File: src/rtl/pei_pkg.sv
package pei_pkg;
  localparam int REG_W  = 32;
  localparam int ADDR_W = 8;

  localparam logic [ADDR_W-1:0] OFS_PEND  = 8'h0C;
  localparam logic [ADDR_W-1:0] OFS_EN    = 8'h10;
  localparam logic [ADDR_W-1:0] OFS_SENSE = 8'h14;

  typedef enum logic [1:0] {
    SEL_NONE,
    SEL_PEND,
    SEL_EN,
    SEL_SENSE
  } reg_sel_e;

  function automatic reg_sel_e decode_ofs(input logic [ADDR_W-1:0] a);
    case (a)
      OFS_PEND:  return SEL_PEND;
      OFS_EN:    return SEL_EN;
      OFS_SENSE: return SEL_SENSE;
      default:   return SEL_NONE;
    endcase
  endfunction
endpackage

File: src/rtl/pei_sync.sv
module pei_sync #(
  parameter int WIDTH = 32
) (
  input  logic             clk,
  input  logic             rst_n,
  input  logic [WIDTH-1:0] async_i,
  output logic [WIDTH-1:0] sync_o
);
  logic [WIDTH-1:0] stage1;

  always_ff @(posedge clk) begin
    if (!rst_n) begin
      stage1 <= '0;
      sync_o <= '0;
    end else begin
      stage1 <= async_i;
      sync_o <= stage1;
    end
  end
endmodule

File: src/rtl/pei_edge_latch.sv
module pei_edge_latch #(
  parameter int NUM_PINS = 32
) (
  input  logic                clk,
  input  logic                rst_n,
  input  logic [NUM_PINS-1:0] sync_i,
  input  logic [NUM_PINS-1:0] sense_i,
  input  logic [NUM_PINS-1:0] clr_i,
  output logic [NUM_PINS-1:0] pend_o
);
  logic [NUM_PINS-1:0] prev_q;
  logic [NUM_PINS-1:0] hit;

  always_ff @(posedge clk) begin
    if (!rst_n) prev_q <= '0;
    else        prev_q <= sync_i;
  end

  for (genvar n = 0; n < NUM_PINS; n++) begin : g_pin
    logic went_up, went_down;
    assign went_up   = sync_i[n] & ~prev_q[n];
    assign went_down = ~sync_i[n] & prev_q[n];
    assign hit[n]    = went_down | (went_up & ~sense_i[n]);

    always_ff @(posedge clk) begin
      if (!rst_n)      pend_o[n] <= 1'b0;
      else if (hit[n]) pend_o[n] <= 1'b1;
      else if (clr_i[n]) pend_o[n] <= 1'b0;
    end

    // a detected edge always leaves the bit set, clear or not
    assert_edge_sets_R7: assert property (@(posedge clk) disable iff (!rst_n)
      hit[n] |=> pend_o[n]);
    // in falling-only mode a new event must come from a falling input
    assert_fall_only_R4: assert property (@(posedge clk) disable iff (!rst_n)
      ($rose(pend_o[n]) && $past(sense_i[n])) |-> $past(prev_q[n] && !sync_i[n]));
    // without a clear a pending bit stays set
    assert_hold_R6: assert property (@(posedge clk) disable iff (!rst_n)
      (pend_o[n] && !clr_i[n]) |=> pend_o[n]);
    // no event appears without an input change
    assert_no_spurious_R3: assert property (@(posedge clk) disable iff (!rst_n)
      $rose(pend_o[n]) |-> $past(sync_i[n] != prev_q[n]));
  end
endmodule

File: src/rtl/pei_regs.sv
module pei_regs
  import pei_pkg::*;
#(
  parameter int NUM_PINS = 32
) (
  input  logic                clk,
  input  logic                rst_n,
  input  logic                bus_valid,
  input  logic                bus_write,
  input  logic [ADDR_W-1:0]   bus_addr,
  input  logic [REG_W-1:0]    bus_wdata,
  output logic [REG_W-1:0]    bus_rdata,
  output logic                bus_rvalid,
  input  logic [NUM_PINS-1:0] pend_i,
  output logic [NUM_PINS-1:0] en_o,
  output logic [NUM_PINS-1:0] sense_o,
  output logic [NUM_PINS-1:0] clr_o
);
  localparam int TOP = REG_W - 1;

  reg_sel_e            sel;
  logic                wr, rd;
  logic [NUM_PINS-1:0] wpin;
  logic [NUM_PINS-1:0] rpin;
  logic [REG_W-1:0]    rword;
  logic                sel_none_q;

  assign sel = decode_ofs(bus_addr);
  assign wr  = bus_valid & bus_write;
  assign rd  = bus_valid & ~bus_write;

  for (genvar n = 0; n < REG_W; n++) begin : g_map
    if (n < NUM_PINS) begin : g_live
      assign wpin[n]       = bus_wdata[TOP-n];
      assign rword[TOP-n]  = rpin[n];
    end else begin : g_pad
      assign rword[TOP-n] = 1'b0;
    end
  end

  always_comb begin
    case (sel)
      SEL_PEND:  rpin = pend_i;
      SEL_EN:    rpin = en_o;
      SEL_SENSE: rpin = sense_o;
      default:   rpin = '0;
    endcase
  end

  assign clr_o = (wr && sel == SEL_PEND) ? wpin : '0;

  always_ff @(posedge clk) begin
    if (!rst_n) begin
      en_o    <= '0;
      sense_o <= '0;
    end else if (wr) begin
      if (sel == SEL_EN)    en_o    <= wpin;
      if (sel == SEL_SENSE) sense_o <= wpin;
    end
  end

  always_ff @(posedge clk) begin
    if (!rst_n) begin
      bus_rdata  <= '0;
      bus_rvalid <= 1'b0;
      sel_none_q <= 1'b0;
    end else begin
      bus_rvalid <= rd;
      sel_none_q <= (sel == SEL_NONE);
      if (rd) bus_rdata <= rword;
    end
  end

  // unmapped offsets read as zero
  assert_unmapped_zero_R1: assert property (@(posedge clk) disable iff (!rst_n)
    (bus_rvalid && sel_none_q) |-> (bus_rdata == '0));
  // rvalid is a single-cycle answer to a read
  assert_rvalid_follows_R10: assert property (@(posedge clk) disable iff (!rst_n)
    rd |=> bus_rvalid);
  // read data only changes after a read request
  assert_rdata_hold_R10: assert property (@(posedge clk) disable iff (!rst_n)
    !rd |=> $stable(bus_rdata));
endmodule

File: src/rtl/pin_edge_irq.sv
module pin_edge_irq
  import pei_pkg::*;
#(
  parameter int NUM_PINS = 32
) (
  input  logic                clk,
  input  logic                rst_n,
  input  logic [NUM_PINS-1:0] pins_i,
  input  logic                bus_valid,
  input  logic                bus_write,
  input  logic [ADDR_W-1:0]   bus_addr,
  input  logic [REG_W-1:0]    bus_wdata,
  output logic [REG_W-1:0]    bus_rdata,
  output logic                bus_rvalid,
  output logic                irq_o
);
  logic [NUM_PINS-1:0] pin_sync;
  logic [NUM_PINS-1:0] pend;
  logic [NUM_PINS-1:0] en;
  logic [NUM_PINS-1:0] sense;
  logic [NUM_PINS-1:0] clr;

  pei_sync #(.WIDTH(NUM_PINS)) u_sync (
    .clk     (clk),
    .rst_n   (rst_n),
    .async_i (pins_i),
    .sync_o  (pin_sync)
  );

  pei_edge_latch #(.NUM_PINS(NUM_PINS)) u_latch (
    .clk     (clk),
    .rst_n   (rst_n),
    .sync_i  (pin_sync),
    .sense_i (sense),
    .clr_i   (clr),
    .pend_o  (pend)
  );

  pei_regs #(.NUM_PINS(NUM_PINS)) u_regs (
    .clk        (clk),
    .rst_n      (rst_n),
    .bus_valid  (bus_valid),
    .bus_write  (bus_write),
    .bus_addr   (bus_addr),
    .bus_wdata  (bus_wdata),
    .bus_rdata  (bus_rdata),
    .bus_rvalid (bus_rvalid),
    .pend_i     (pend),
    .en_o       (en),
    .sense_o    (sense),
    .clr_o      (clr)
  );

  always_ff @(posedge clk) begin
    if (!rst_n) irq_o <= 1'b0;
    else        irq_o <= |(pend & en);
  end

  // an enabled pending event drives the request on the next edge
  assert_irq_raise_R8: assert property (@(posedge clk) disable iff (!rst_n)
    (|(pend & en)) |=> irq_o);
  // with nothing enabled and pending the request drops
  assert_irq_quiet_R5: assert property (@(posedge clk) disable iff (!rst_n)
    ((pend & en) == '0) |=> !irq_o);
endmodule

File: config.mk
export PLATFORM = sky130hd
export DESIGN_NAME = pin_edge_irq
export DESIGN_NICKNAME = d
export VERILOG_FILES = /design/src/rtl/pei_pkg.sv /design/src/rtl/pei_sync.sv /design/src/rtl/pei_edge_latch.sv /design/src/rtl/pei_regs.sv /design/src/rtl/pin_edge_irq.sv
export SDC_FILE = /design/constraint.sdc
export NUM_CORES = 1
export LEC_CHECK = 0
export ABC_CLOCK_PERIOD_IN_PS = 1310
export BUFFER_PORTS_ARGS = -buffer_cell sky130_fd_sc_hd__buf_4
export CAP_MARGIN = 20
export CORE_UTILIZATION = 40
export CTS_CLUSTER_DIAMETER = 30
export DETAILED_ROUTE_END_ITERATION = 8
export PLACE_DENSITY = 0.66
export SLEW_MARGIN = 20
export SYNTH_ARGS = -nofsm -noshare
export SYNTH_HDL_FRONTEND = slang
export SYNTH_SLANG_ARGS = --single-unit
File: constraint.sdc
create_clock -name clk -period 1.31 [get_ports clk]
set_input_delay 0.1965 -clock clk [delete_from_list [all_inputs] [get_ports clk]]
set_output_delay 0.1965 -clock clk [all_outputs]
set_load 0.05 [all_outputs]
==> flow_summary.toml <==
[run_status]
status = "finished with violations"
violations = "setup timing"

[setup_path]
cp_slowest_cell = "o41a_1"
critPathKind = "reg2reg"
crit_fanout = 2
crit_arrival_ps = 1720
crit_required_ps = 1690
crit_chain = "a22oi_2 > nand4_1 > o41a_1"
slowest_delay_ps = 490
cp-start-kind = "register"
end_kind = "register"

[die]
pin_count = 110
fp.dieW_um = 155.2
core_um2 = 22850
die-area_um2 = 24090
num_rows = 55
die_y_um = 155.2
start_util_pct = 41.10

[drt]
firstDrtPassIters = 5
drtIter0Drc = 401
wirelength_um = 25570
vias = 7709
top_layer = "met4"
detail_route.wl_per_cell_um = 16.89
vias_per_cell = 5.092
ant_nets = 0
drcViolationCount = 0
wl_met3_um = 1395
met2_length_um = 12190
wl_met1_um = 11420

[placement]
hpwl_um = 16800
place_congestion = 0.8152
dp_slack_ps = -188.8
dpl.cell_count = 1372
portBuffers = 109

[sta]
min_period_ps = 1341
max_freq_mhz = 745.8
fin_skew_ps = 18.18
rsz0062_at_grt = "yes"
fin_crit_sh_pct = 102.3
finalHoldViolCount = 0
worst_pin_slew_ps = 283.0
finalSetupViolations = 1
max_slew_margin_pct = 80.87
finalMaxSlewViolations = 0
whs_ps = 7.409
worst_slack_ps = -30.76

[hold_path]
min_path_type = "in2reg"

[final_layout]
area_delta_synth_final_pct = 42.44
finalCoreUtilization_pct = 58.54
finalNonFillerCells = 1514
layout.nets = 1243
drive_above_1_share_pct = 30.50

[clocking]
clkLatencyLatePin_ps = 530
clock_sinks = 226
cts_tree = "done"
clockBufferDepth = 3
cts_root_buffer = "clkbuf_16"
path_clk_slew_ps = 50
htree_levels = 2
cts_made_buffers = 45
post_cts_buffers = 0

[global_routing]
grt_pass1_vias = 7507
antenna_found_initial = 1
overflow = 0
grt_pass1_wl_um = 40230
grt_usage_pct = 21.30
grt_max_degree = 61

[yosys]
ys_ff_latch = 226
syn-num-nets = 1019
synth_area_um2 = 9389
synth_top_area_share_pct = 48.19
yosysWarnings = 0
postSynthAreaPerCell_um2 = 9.957
synth_top_area_cell = "dfxtp_1"
synth_edf_count = 0
syn_inst = 943
async_flop_share_pct = 0
synth.distinct_cells = 30
synth_ff_type = "dfxtp_1"
synth.area.top_cells = "dfxtp_1, mux2i_1, and2_1"
synth_seq_area_share_pct = 48.19

[power_and_ir_drop]
power_w = 0.01973
max-vdd-ir-drop_v = 0.001046
powerDensity_nw_per_um2 = 1475
leakage_nw = 5.877

[job]
cap_violations = 0
stage by stage:
| stage | area, um^2 | TNS, ps |
|---|---|---|
| 6_report | 13370 | -30.76 |
| 5_1_grt | 13370 | -47.37 |
| 4_1_cts | 13360 | 0 |
| 3_5_place_dp | 11070 | -13910 |
| 3_3_place_gp | 11070 | -12040 |
| 2_1_floorplan | 9389 | 0 |
timing repair:
| action | 4_1_cts | 5_1_grt |
|---|---|---|
| hold buffers | 61 | 0 |
| pin swaps | 0 | 1 |
| endpoints found under the setup margin | 25 | 7 |
| hold endpoints to repair | 88 | 0 |
| gates resized for setup | 50 | 7 |
sequential cells by signal, summed over array words and instances (netlist names):
signal and flops:
u_sync.sync_o 32, u_regs.sense_o 32, u_regs.en_o 32, u_latch.prev_q 32, irq_o 1, u_regs.bus_rdata 32
u_regs.bus_rvalid 1, u_latch.pend_o 32, u_sync.stage1 32
path summary, 6_finish.rpt:
check                    startpoint           endpoint  slack (ps)  cells past startpoint
hold reg to reg   u_sync.stage1[19]  u_sync.sync_o[19]         430                      1
setup reg to reg    u_regs.en_o[10]              irq_o         -30                      3
hold / removal        bus_wdata[10]    u_regs.en_o[21]           7                      3
setup / recovery    u_regs.en_o[10]              irq_o         -30                      3
routing by layer:
metal  global-route usage (%)  up-vias
met5                        0        -
met4                    8.077        0
met3                    3.733       51
met2                    35.82      233
met1                    27.25     3650
li1                         -     3775
worst max-delay path: cells and delay by family, from the launching register on:
| family | cells | cell delay (ps) |
|---|---|---|
| compound gates | 2 | 750 |
| flops | 1 | 310 |
| simple gates | 1 | 130 |
layout by cell type, fill, tap and decap left out, types with 24 or more instances in the layout:
| cell | Yosys | routed |
|---|---|---|
| a22oi_1 | 48 | 42 |
| buf_4 | 2 | 151 |
| o21ai_0 | 26 | 26 |
| a41oi_1 | 32 | 32 |
| inv_1 | 33 | 32 |
| dfxtp_2 | 0 | 24 |
| clkbuf_16 | 0 | 47 |
| nand2_1 | 128 | 128 |
| mux2i_1 | 64 | 64 |
| nor2_1 | 33 | 33 |
| and3b_1 | 65 | 65 |
| dlygate4sd3_1 | 0 | 61 |
| buf_6 | 0 | 28 |
| and2_1 | 96 | 96 |
| mux2_2 | 32 | 32 |
| a221oi_2 | 30 | 30 |
| dfxtp_1 | 226 | 202 |
| o21a_1 | 32 | 32 |
kinds of logic (layout without fill, tap and decap cells):
kind of cell,Yosys count,after routing,synth area share (%)
buffers and inverters,108,365,4.691
other,0,1,0
muxes,96,96,10.66
DFF,226,226,48.19
and+or+nand+nor,335,335,20.14
AOI/OAI and AO/OA,178,178,16.32
synth_stat cells, types with 2 or more instances:
library cell,number
a221oi_2,30
and3b_1,65
a41oi_1,32
dfxtp_1,226
nand2_1,128
o21a_1,32
nand4_1,4
inv_1,33
buf_1,3
mux2_2,32
o21ai_0,26
buf_2,22
buf_4,2
nor2b_1,2
mux2i_1,64
nor2_1,33
and2_1,96
clkbuf_1,48
a221oi_1,2
o21ai_1,6
a22oi_1,48
final cells by class:
| class | count | area [um^2] |
|---|---|---|
| Inverter | 33 | 123.9 |
| Fill cell | 1931 | 9473 |
| Multi-Input combinational cell | 609 | 4472 |
| Clock inverter | 19 | 201.4 |
| Sequential cell | 226 | 4554 |
| Antenna cell | 1 | 2.502 |
| Tap cell | 313 | 391.6 |
| Timing Repair Buffer | 252 | 2300 |
| Clock buffer | 61 | 1329 |
where the power goes:
group	internal, W	switching [W]	leakage (nW)
clock network	0.00765	0.00363	0.745
logic	0.000675	0.000567	3.28
registers	0.00709	0.000116	1.86
Power figures use the tool's default switching activity.
